[src/rtl/arx_pkg.sv]
package arx_pkg;

  localparam int IDX_W = 7;

  localparam logic [1:0] FMT_I2S  = 2'b00;
  localparam logic [1:0] FMT_LJ   = 2'b01;
  localparam logic [1:0] FMT_RJ   = 2'b10;
  localparam logic [1:0] FMT_RSVD = 2'b11;

  // Per-tick control strobes from the slot tracker to each capture lane
  typedef struct packed {
    logic             tick;       // rising bit-clock edge seen
    logic             slotStart;  // this tick opens a new slot
    logic             capEn;      // this bit lies inside the word window
    logic             commitLeft; // previous slot was a left word
    logic             emit;       // previous slot was right; publish frame
    logic             isRJ;       // right-justified capture path
    logic [IDX_W-1:0] bitIdx;     // position of this bit within its slot
  } arx_strobe_t;

  function automatic logic [IDX_W-1:0] wordLen(input logic [1:0] code);
    case (code)
      2'b00:   return IDX_W'(16);
      2'b01:   return IDX_W'(18);
      2'b10:   return IDX_W'(20);
      default: return IDX_W'(24);
    endcase
  endfunction

endpackage

[src/rtl/arx_sync.sv]
module arx_sync #(
  parameter int WIDTH  = 4,
  parameter int STAGES = 2
) (
  input  logic             clk,
  input  logic             rst,
  input  logic [WIDTH-1:0] din,
  output logic [WIDTH-1:0] dout
);

  logic [WIDTH-1:0] pipe [STAGES];

  always_ff @(posedge clk) begin
    if (rst) pipe[0] <= '0;
    else     pipe[0] <= din;
  end

  for (genvar s = 1; s < STAGES; s++) begin : g_stage
    always_ff @(posedge clk) begin
      if (rst) pipe[s] <= '0;
      else     pipe[s] <= pipe[s-1];
    end
  end

  assign dout = pipe[STAGES-1];

endmodule

[src/rtl/arx_ctrl.sv]
module arx_ctrl
  import arx_pkg::*;
(
  input  logic        clk,
  input  logic        rst,
  input  logic        sclkS,
  input  logic        lrS,
  input  logic [1:0]  fmtSel,
  input  logic [1:0]  wlenSel,
  output arx_strobe_t st,
  output logic        sampleValid,
  output logic        fmtUnsupported
);

  localparam logic [IDX_W-1:0] IDX_MAX = '1;

  logic             sclkPrev;
  logic             lrDly;
  logic             effPrev;
  logic [1:0]       startCnt;
  logic [IDX_W-1:0] bitIdx;
  logic [IDX_W-1:0] lastIdx;
  logic             primed;
  logic             leftSeen;
  logic             validQ;

  logic             tick;
  logic             isI2S;
  logic             effLr;
  logic             slotStart;
  logic             prevLeft;
  logic [IDX_W-1:0] nextIdx;
  logic             unsup;

  assign tick     = sclkS & ~sclkPrev;
  assign isI2S    = (fmtSel == FMT_I2S);
  // I2S data trails the framing clock by one bit: track a delayed copy
  assign effLr    = isI2S ? lrDly : lrS;
  assign slotStart = tick && (startCnt == 2'd2) && (effLr != effPrev);
  assign prevLeft  = isI2S ? ~effPrev : effPrev;

  always_comb begin
    if (slotStart)              nextIdx = '0;
    else if (bitIdx == IDX_MAX) nextIdx = bitIdx;
    else                        nextIdx = bitIdx + 1'b1;
  end

  assign unsup = (fmtSel == FMT_RSVD) ||
                 ((fmtSel == FMT_RJ) && (wlenSel == 2'b11) &&
                  (lastIdx < IDX_W'(23)));

  always_comb begin
    st.tick       = tick;
    st.slotStart  = slotStart;
    st.capEn      = tick && (fmtSel != FMT_RJ) && (nextIdx < wordLen(wlenSel));
    st.commitLeft = slotStart && primed && prevLeft;
    st.emit       = slotStart && primed && !prevLeft && leftSeen && !unsup;
    st.isRJ       = (fmtSel == FMT_RJ);
    st.bitIdx     = nextIdx;
  end

  always_ff @(posedge clk) begin
    if (rst) begin
      sclkPrev <= 1'b0;
      lrDly    <= 1'b0;
      effPrev  <= 1'b0;
      startCnt <= '0;
      bitIdx   <= '0;
      lastIdx  <= '1;
      primed   <= 1'b0;
      leftSeen <= 1'b0;
      validQ   <= 1'b0;
    end else begin
      sclkPrev <= sclkS;
      validQ   <= st.emit;
      if (tick) begin
        lrDly   <= lrS;
        effPrev <= effLr;
        bitIdx  <= nextIdx;
        if (startCnt != 2'd2) startCnt <= startCnt + 1'b1;
      end
      if (slotStart) begin
        primed  <= 1'b1;
        lastIdx <= bitIdx;
      end
      if (st.commitLeft)                    leftSeen <= 1'b1;
      else if (slotStart && primed && !prevLeft) leftSeen <= 1'b0;
    end
  end

  assign sampleValid    = validQ;
  assign fmtUnsupported = unsup;

  // frame strobe lasts one cycle
  p_valid_single_r7: assert property (@(posedge clk) disable iff (rst)
    sampleValid |=> !sampleValid);

  // a frame strobe always follows a bit tick that closed a slot
  p_valid_after_tick_r7: assert property (@(posedge clk) disable iff (rst)
    sampleValid |-> $past(tick));

  // a steady unsupported configuration never publishes
  p_unsup_mute_r9: assert property (@(posedge clk) disable iff (rst)
    (fmtUnsupported && $stable(fmtUnsupported)) |-> !sampleValid);

endmodule

[src/rtl/arx_lane.sv]
module arx_lane
  import arx_pkg::*;
#(
  parameter int SAMPLE_W   = 24,
  parameter bit KEEP_RIGHT = 1'b1,
  localparam int OUT_W     = KEEP_RIGHT ? 2 * SAMPLE_W : SAMPLE_W
) (
  input  logic              clk,
  input  logic              rst,
  input  arx_strobe_t       st,
  input  logic [1:0]        wlenSel,
  input  logic              dIn,
  output logic [OUT_W-1:0]  outWord
);

  localparam logic [IDX_W-1:0] TOP_IDX = IDX_W'(SAMPLE_W - 1);
  localparam logic [IDX_W-1:0] FULL_W  = IDX_W'(SAMPLE_W);

  logic [SAMPLE_W-1:0] shiftReg;
  logic [SAMPLE_W-1:0] word;
  logic [SAMPLE_W-1:0] holdL;
  logic [SAMPLE_W-1:0] outL;

  logic [IDX_W-1:0]    nBits;
  logic [SAMPLE_W-1:0] keepMask;
  logic [SAMPLE_W-1:0] rjWord;
  logic [SAMPLE_W-1:0] commitVal;
  logic [IDX_W-1:0]    wrIdx;

  assign nBits     = wordLen(wlenSel);
  assign keepMask  = ~({SAMPLE_W{1'b1}} >> nBits);
  assign rjWord    = shiftReg << (FULL_W - nBits);
  assign commitVal = (st.isRJ ? rjWord : word) & keepMask;
  assign wrIdx     = TOP_IDX - st.bitIdx;

  always_ff @(posedge clk) begin
    if (rst) begin
      shiftReg <= '0;
      word     <= '0;
      holdL    <= '0;
      outL     <= '0;
    end else begin
      if (st.tick) begin
        shiftReg <= {shiftReg[SAMPLE_W-2:0], dIn};
        if (st.slotStart)  word <= {dIn, {(SAMPLE_W-1){1'b0}}};
        else if (st.capEn) word[wrIdx] <= dIn;
      end
      if (st.commitLeft) holdL <= commitVal;
      if (st.emit)       outL  <= holdL;
    end
  end

  if (KEEP_RIGHT) begin : g_stereo
    logic [SAMPLE_W-1:0] outR;
    always_ff @(posedge clk) begin
      if (rst)          outR <= '0;
      else if (st.emit) outR <= commitVal;
    end
    assign outWord = {outL, outR};

    // published right word has nothing below the word window
    p_right_low_zero_r4: assert property (@(posedge clk) disable iff (rst)
      (st.emit && $stable(wlenSel)) |=> ((outR & ~keepMask) == '0));
  end else begin : g_mono
    assign outWord = outL;
  end

  // published left word has nothing below the word window
  p_left_low_zero_r4: assert property (@(posedge clk) disable iff (rst)
    (st.emit && $stable(wlenSel)) |=> ((outL & ~keepMask) == '0));

endmodule

[src/rtl/serial_audio_rx.sv]
module serial_audio_rx
  import arx_pkg::*;
#(
  parameter int SAMPLE_W    = 24,
  parameter int SYNC_STAGES = 2
) (
  input  logic                clk,
  input  logic                rst,
  input  logic                bitClk,
  input  logic                lrClk,
  input  logic                sdIn0,
  input  logic                sdIn1,
  input  logic [1:0]          fmtSel,
  input  logic [1:0]          wlenSel,
  output logic [SAMPLE_W-1:0] pairLeft,
  output logic [SAMPLE_W-1:0] pairRight,
  output logic [SAMPLE_W-1:0] subLeft,
  output logic                sampleValid,
  output logic                fmtUnsupported
);

  logic [3:0]  rawIn;
  logic [3:0]  syncIn;
  arx_strobe_t strobes;
  logic [2*SAMPLE_W-1:0] pairWord;

  assign rawIn = {bitClk, lrClk, sdIn1, sdIn0};

  arx_sync #(.WIDTH(4), .STAGES(SYNC_STAGES)) sync_i (
    .clk (clk),
    .rst (rst),
    .din (rawIn),
    .dout(syncIn)
  );

  arx_ctrl ctrl_i (
    .clk           (clk),
    .rst           (rst),
    .sclkS         (syncIn[3]),
    .lrS           (syncIn[2]),
    .fmtSel        (fmtSel),
    .wlenSel       (wlenSel),
    .st            (strobes),
    .sampleValid   (sampleValid),
    .fmtUnsupported(fmtUnsupported)
  );

  arx_lane #(.SAMPLE_W(SAMPLE_W), .KEEP_RIGHT(1'b1)) lanePair_i (
    .clk    (clk),
    .rst    (rst),
    .st     (strobes),
    .wlenSel(wlenSel),
    .dIn    (syncIn[0]),
    .outWord(pairWord)
  );

  arx_lane #(.SAMPLE_W(SAMPLE_W), .KEEP_RIGHT(1'b0)) laneSub_i (
    .clk    (clk),
    .rst    (rst),
    .st     (strobes),
    .wlenSel(wlenSel),
    .dIn    (syncIn[1]),
    .outWord(subLeft)
  );

  assign pairLeft  = pairWord[2*SAMPLE_W-1:SAMPLE_W];
  assign pairRight = pairWord[SAMPLE_W-1:0];

endmodule

[config.mk]
export PLATFORM = sky130hd
export DESIGN_NAME = serial_audio_rx
export DESIGN_NICKNAME = d
export VERILOG_FILES = /design/src/rtl/arx_pkg.sv /design/src/rtl/arx_sync.sv /design/src/rtl/arx_ctrl.sv /design/src/rtl/arx_lane.sv /design/src/rtl/serial_audio_rx.sv
export SDC_FILE = /design/constraint.sdc
export NUM_CORES = 1
export LEC_CHECK = 0
export BUFFER_PORTS_ARGS = -buffer_cell sky130_fd_sc_hd__buf_2
export CORE_MARGIN = 2
export CORE_UTILIZATION = 35
export CTS_CLUSTER_DIAMETER = 100
export CTS_CLUSTER_SIZE = 16
export DETAILED_ROUTE_END_ITERATION = 6
export SLEW_MARGIN = 25
export SYNTH_ARGS = -nofsm -noshare
export SYNTH_HDL_FRONTEND = slang
export SYNTH_SLANG_ARGS = --single-unit
[constraint.sdc]
create_clock -name clk -period 3.3 [get_ports clk]
set_input_delay 0.66 -clock clk [delete_from_list [all_inputs] [get_ports clk]]
set_output_delay 0.66 -clock clk [all_outputs]
set_load 0.01 [all_outputs]
==> flow_metrics.env, run 1 <==
export IMPL_status="completed"
export IMPL_max_clock_freq_mhz=341
export IMPL_cts_resized=0
export IMPL_path_max_fanout=7
export IMPL_worstPathRequired_ps=3720
export IMPL_synth_top_area_cell="dfxtp_1"
export IMPL_startpoint_type="register"
export IMPL_cts_buffers=19
export IMPL_grt_pass1_vias=8884
export IMPL_hold_viol=0
export IMPL_ant_nets=0
export IMPL_yosysSeqAreaShare=0.447
export IMPL_drtIter0Drc=828
export IMPL_seq_area_um2=4920
export IMPL_power_density_nw_per_um2=434
export IMPL_grt_pass1_wl_mm=48.6
export IMPL_reg2reg_slack_ps=370
export IMPL_clk_latency_ps=500
export IMPL_port_buffers=83
export IMPL_startpoint="ctrl_i.startCnt[0]"
export IMPL_setup_viol=0
export IMPL_avgSynthCellArea_um2=8.17
export IMPL_gp_congestion=0.865
export IMPL_timing_hold_ws_ps=369
export IMPL_r2r_end="lanePair_i.word[1]"
export IMPL_slew_headroom=0.409
export IMPL_area_growth_pct=13.1
export IMPL_grt_max_degree=137
export IMPL_die_h_um=181
export IMPL_die_width_um=181
export IMPL_ctsHoldBuffers=0
export IMPL_synth_top_area_frac=0.447
export IMPL_drive_above_1_share=0.131
export IMPL_path_clk_slew_ps=70
export IMPL_ys_types=67
export IMPL_period_needed_ps=2930
export IMPL_cts_root_buffer="clkbuf_16"
export IMPL_dr_total_vias=9603
export IMPL_synth_async_reset_ratio=0
export IMPL_diodes=0
export IMPL_num_rows=64
export IMPL_tightest_slew_ps=886
export IMPL_p_leak_nw=4.64
export IMPL_cts_max_level=1
export IMPL_hold_path_class="input port to register"
export IMPL_drc=0
export IMPL_multi_input_area_um2=5590
export IMPL_slew_violations=0
export IMPL_synth_ff_type="dfxtp_1"
export IMPL_cp_data_arrival_time_ps=3350
export IMPL_rr_worst_depth=12
export IMPL_grt_ovfl_total=0
export IMPL_fin_tns_setup_ps=0
export IMPL_synthTopCellsByArea="dfxtp_1, nand2_1, mux2i_1"
export IMPL_nFillCells=3155
export IMPL_synthCells=1348
export IMPL_ys_seq_elements=246
export IMPL_wl_per_cell_um=16.9
export IMPL_cap_violations=0
export IMPL_clkSinkCount=246
export IMPL_nets=1409
export IMPL_rsz0062_at_grt="no"
export IMPL_syn_nets=1367
export IMPL_antenna_found_initial=0
export IMPL_yosysWarnings=0
export IMPL_grtUsageTotal=0.180
export IMPL_coreArea_um2=30700
export IMPL_synth_edf_count=0
export IMPL_hpwl_mm=21.2
export IMPL_die_area_um2=32900
export IMPL_vias_per_cell=5.38
export IMPL_hold_start="lrClk"
export IMPL_crit_type="register to register"
export IMPL_syn_area_um2=11000
export IMPL_clk_path_buf_depth=3
export IMPL_drt_total_wl_mm=30.2
export IMPL_ios=84
export IMPL_first_pass_iters=6
export IMPL_reg2reg_from="ctrl_i.startCnt[0]"
export IMPL_finClkSkew_ps=15.8
export IMPL_worstSetupEndpoint="lanePair_i.word[1]"
export IMPL_cts_tree="yes"
export IMPL_cts_setup_buffers=0
export IMPL_fin_crit_sh=0.888
export IMPL_endpoint_kind="register"
export IMPL_vdd_drop_max_mv=0.257
export IMPL_start_util=0.358
final cells by class:
type / count / share of cell area
Multi-Input combinational cell: 976 / 0.449
Sequential cell: 246 / 0.396
Inverter: 14 / 0.00422
Clock buffer: 20 / 0.0393
Timing Repair Buffer: 133 / 0.0711
Tap cell: 396 / 0.0398
Clock inverter: 1 / 0.000704
worst max-delay path: stages (launching register included):
cell      delay (ps)
dfxtp_1          320
inv_1             60
ha_1             170
nand3b_1         190
nor4bb_4         420
or2_1            250
nor2_1            90
ha_1             300
o21ai_0           80
a41oi_1          470
nor2_1           150
nand3_1          180
mux2i_1          190
cells in the mapped netlist (10+ instances only):
cell and number:
nor2b_1 12, nand3_1 31, nor3_1 26, dfxtp_1 246
a211oi_1 23, a21oi_1 143, inv_1 13, nand2_1 335
buf_2 17, nor2_1 104, nand3b_1 10, clkbuf_1 83
o21ai_0 27, o22ai_1 16, a22oi_1 10, mux2i_1 108
cells by family (layout without fill, tap and decap cells):
kind of cell	after synthesis	in the layout	share of synthesized area
XOR/XNOR	3	3	0.00239
buffers and inverters	126	168	0.0476
multiplexers	115	115	0.110
adder cells (fa/ha/maj)	9	9	0.0102
AND/OR/NAND/NOR	564	564	0.221
AO/OA/AOI/OAI	285	285	0.161
flip-flops	246	246	0.447
through the flow:
step                std cells  utilization  worst slack (ps)  area (um^2)  total power, mW
floorplan                1348            -               285        11000             3.27
global placement         1765        0.389               144        11900             3.38
detailed placement       1765        0.389               118        11900             3.38
CTS                      1786        0.405               355        12400             5.46
global route             1786        0.405               150        12400             5.60
finish                   1786        0.405               371        12400             5.40
where the power goes:
part           total (mW)  switching [mW]  leakage [nW]  internal (mW)
sequential           2.98         0.00726          1.98           2.97
clock                2.09            1.04         0.246           1.05
combinational       0.333           0.233          2.41          0.100
routing by layer:
metal | part of all wire | global-route usage | wire [um]
met1 | 0.46 | 0.253 | 14000
met2 | 0.45 | 0.288 | 13500
met3 | 0.059 | 0.0230 | 1770
met4 | 0.029 | 0.0582 | 877
met5 | 0 | 0 | 0
cell usage in the layout (no fill, tap or decap), types with 3 or more instances in the layout:
cell type,Yosys,routed
and3_1,4,4
buf_4,2,43
nor2b_1,12,10
nor2_1,104,104
or3_1,4,4
buf_2,17,82
a311oi_1,4,4
ha_1,9,8
nand4_1,9,9
nand2_1,335,335
o211ai_1,6,6
dfxtp_1,246,246
o21ai_0,27,27
nor3_1,26,26
nand3_1,31,31
mux4_2,5,5
a22o_1,4,4
nand4b_1,5,5
a21o_1,3,3
a222oi_1,6,6
o221ai_1,8,8
o22ai_1,16,16
a31oi_1,6,6
a21oi_1,143,143
a22oi_1,10,10
inv_1,13,13
or2_2,4,4
a311o_1,3,3
nor4_1,3,3
clkbuf_16,0,19
mux2i_1,108,108
a211oi_1,23,23
nand3b_1,10,10
buf_12,0,7
xnor2_1,3,3
flip-flops by register name (all words and copies together) (netlist names):
| name | flops |
|---|---|
| lanePair_i.shiftReg | 24 |
| laneSub_i.shiftReg | 24 |
| ctrl_i.effPrev | 1 |
| sync_i.pipe | 8 |
| laneSub_i.holdL | 24 |
| lanePair_i.outL | 24 |
| ctrl_i.sampleValid | 1 |
| ctrl_i.leftSeen | 1 |
| ctrl_i.lrDly | 1 |
| lanePair_i.g_stereo.outR | 24 |
| lanePair_i.holdL | 24 |
| ctrl_i.startCnt | 2 |
| ctrl_i.primed | 1 |
| laneSub_i.outWord | 24 |
| lanePair_i.word | 24 |
| laneSub_i.word | 24 |
| ctrl_i.bitIdx | 7 |
| ctrl_i.sclkPrev | 1 |
| ctrl_i.lastIdx | 7 |
worst min path at each step:
stage / depth (start not counted) / end / slack (ps)
floorplan: 1 / sync_i.pipe[1][0] / 410
global placement: 1 / sync_i.pipe[1][2] / 420
detailed placement: 1 / sync_i.pipe[1][3] / 430
CTS: 2 / sync_i.pipe[0][2] / 360
global route: 2 / sync_i.pipe[0][2] / 370
finish: 2 / sync_i.pipe[0][2] / 370
Note: power is estimated with default switching activity, not from simulation.
==> inputs of run 2 (changes only) <==
--- a/config.mk
+++ b/config.mk
@@ -8,9 +8,11 @@
 export BUFFER_PORTS_ARGS = -buffer_cell sky130_fd_sc_hd__buf_2
 export CORE_MARGIN = 2
 export CORE_UTILIZATION = 35
-export CTS_CLUSTER_DIAMETER = 100
+export CTS_CLUSTER_DIAMETER = 30
 export CTS_CLUSTER_SIZE = 16
 export DETAILED_ROUTE_END_ITERATION = 6
+export GPL_TIMING_DRIVEN = 0
+export SETUP_SLACK_MARGIN = 0.1
 export SLEW_MARGIN = 25
 export SYNTH_ARGS = -nofsm -noshare
 export SYNTH_HDL_FRONTEND = slang
==> run 2 against run 1 <==
  * Clock skew up 16 ps
  * Via count increased by 6.2%
  * Clock-buffer cell count grew 44
  * Setup slack worse by 110 ps
  * Total power is 63% higher
  * Register-to-register slack lost 70 ps
  * Cell count increased by 7.7%
  * Combinational power rose by 6%
  * Utilization is 4.4 points higher
==> flow_metrics.env, run 2 (synthesis results as in run 1) <==
export IMPL_status="completed"
export IMPL_hold_path_end="sync_i.pipe[0][3]"
export IMPL_hold_path_depth=2
export IMPL_max_clock_freq_mhz=329
export IMPL_period_needed_ps=3040
export IMPL_hold_start="bitClk"
export IMPL_grt_use_met3=0.0411
export IMPL_grt_ovfl_total=0
export IMPL_die_h_um=181
export IMPL_endpoint_kind="register"
export IMPL_antenna_found_initial=1
export IMPL_dp_cells=1826
export IMPL_cts_setup_buffers=0
export IMPL_rr_worst_depth=12
export IMPL_vias_per_cell=5.30
export IMPL_finClkSkew_ps=31.6
export IMPL_reg2reg_slack_ps=300
export IMPL_ant_nets=0
export IMPL_hold_path_class="input port to register"
export IMPL_nets=1504
export IMPL_tightest_slew_ps=956
export IMPL_path_clk_slew_ps=40
export IMPL_start_util=0.358
export IMPL_grt_pass1_vias=9754
export IMPL_startpoint_type="input port"
export IMPL_vdd_drop_max_mv=0.408
export IMPL_cts_max_level=2
export IMPL_gp_congestion=0.986
export IMPL_diodes=0
export IMPL_port_buffers=82
export IMPL_fin_tns_setup_ps=0
export IMPL_globalRouteMet1Util=0.293
export IMPL_cts_tree="yes"
export IMPL_fin_crit_sh=0.921
export IMPL_layout_commonest_cell="nand2_1"
export IMPL_crit_type="input port to register"
export IMPL_first_pass_iters=6
export IMPL_worstPathRequired_ps=3810
export IMPL_clk_path_buf_depth=3
export IMPL_cts_root_buffer="clkbuf_16"
export IMPL_coreArea_um2=30700
export IMPL_power_density_nw_per_um2=637
export IMPL_grt_max_degree=16
export IMPL_drtIter0Drc=965
export IMPL_grt_pass1_wl_mm=56.3
export IMPL_final_util=0.449
export IMPL_drt_total_wl_mm=36.5
export IMPL_final_cell_count_no_fill=1924
export IMPL_die_width_um=181
export IMPL_slew_violations=0
export IMPL_area_growth_pct=25.5
export IMPL_dr_total_vias=10200
export IMPL_drive_above_1_share=0.147
export IMPL_clkSinkCount=246
export IMPL_ctsHoldBuffers=0
export IMPL_grtUsageTotal=0.218
export IMPL_mostFrequentLayoutCells="nand2_1, dfxtp_1, a21oi_1, mux2i_1, nor2_1"
export IMPL_reg2reg_from="ctrl_i.startCnt[0]"
export IMPL_num_rows=64
export IMPL_cap_violations=0
export IMPL_timing_hold_ws_ps=324
export IMPL_p_leak_nw=5.23
export IMPL_hold_viol=0
export IMPL_ios=84
export IMPL_setup_viol=0
export IMPL_hpwl_mm=27.3
export IMPL_grtUsageMet2=0.351
export IMPL_power_mw=8.80
export IMPL_path_max_fanout=10
export IMPL_drc=0
export IMPL_clk_latency_ps=580
export IMPL_rsz0062_at_grt="no"
export IMPL_wl_per_cell_um=19.0
export IMPL_r2r_end="laneSub_i.word[6]"
export IMPL_slew_headroom=0.359
export IMPL_die_area_um2=32900
export IMPL_busiest_layer="met2"
export IMPL_cts_buffers=53
export IMPL_cp_data_arrival_time_ps=3550
run 2: area by class of cell:
type,count,area [um^2]
plain buffers,112,477
repair buffers,82,410
clock inverters,34,448
flip-flops and latches,246,4920
fillers,3107,16900
multi-input cells,976,5590
well taps,396,495
inverters,14,52.6
clock buffers,64,1420
run 2: worst max-delay path by stage:
stage                       startpoint                            to  slack, ps
floorplan                    fmtSel[1]             laneSub_i.word[6]        290
global placement             fmtSel[1]            lanePair_i.word[1]       -210
detailed placement          wlenSel[1]   lanePair_i.g_stereo.outR[9]       -230
CTS                 ctrl_i.startCnt[0]             laneSub_i.word[5]        170
global route        ctrl_i.startCnt[0]             laneSub_i.word[6]        130
finish                      wlenSel[0]  lanePair_i.g_stereo.outR[10]        260
run 2: power breakdown:
group | internal, mW | total, mW | switching [mW] | leakage (nW)
clock network | 3.64 | 5.45 | 1.81 | 0.907
registers | 2.99 | 2.99 | 0.00820 | 1.98
logic | 0.0858 | 0.352 | 0.267 | 2.34
run 2: critical path, stage by stage:
cell      delay (ps)
buf_2            130
inv_1             70
ha_1             280
clkbuf_1         240
and2_1           230
clkbuf_1         180
nor3_1           310
clkbuf_1         460
a21oi_1           80
o21ai_0          620
mux2i_1          160
nor2_1           120
run 2: repair_timing:
action / in CTS / in global routing
resized for setup: 0 / 10
endpoints found under the hold margin: 0 / 0
endpoints found under the setup margin: 0 / 17
run 2: metal layers:
layer | wire [um] | vias to the layer above | share of wire
met5 | 11 | - | 0.00030
met4 | 879 | 2 | 0.024
met3 | 2550 | 53 | 0.070
met2 | 16800 | 361 | 0.46
met1 | 16300 | 4811 | 0.45
li1 | - | 4971 | -
run 2: per-stage QoR:
stage	setup WS, ps	area, um^2
final	262	13800
after global routing	126	13800
after CTS	171	13800
after detailed placement	-233	11900
after global placement	-210	11900
after floorplan	285	11000
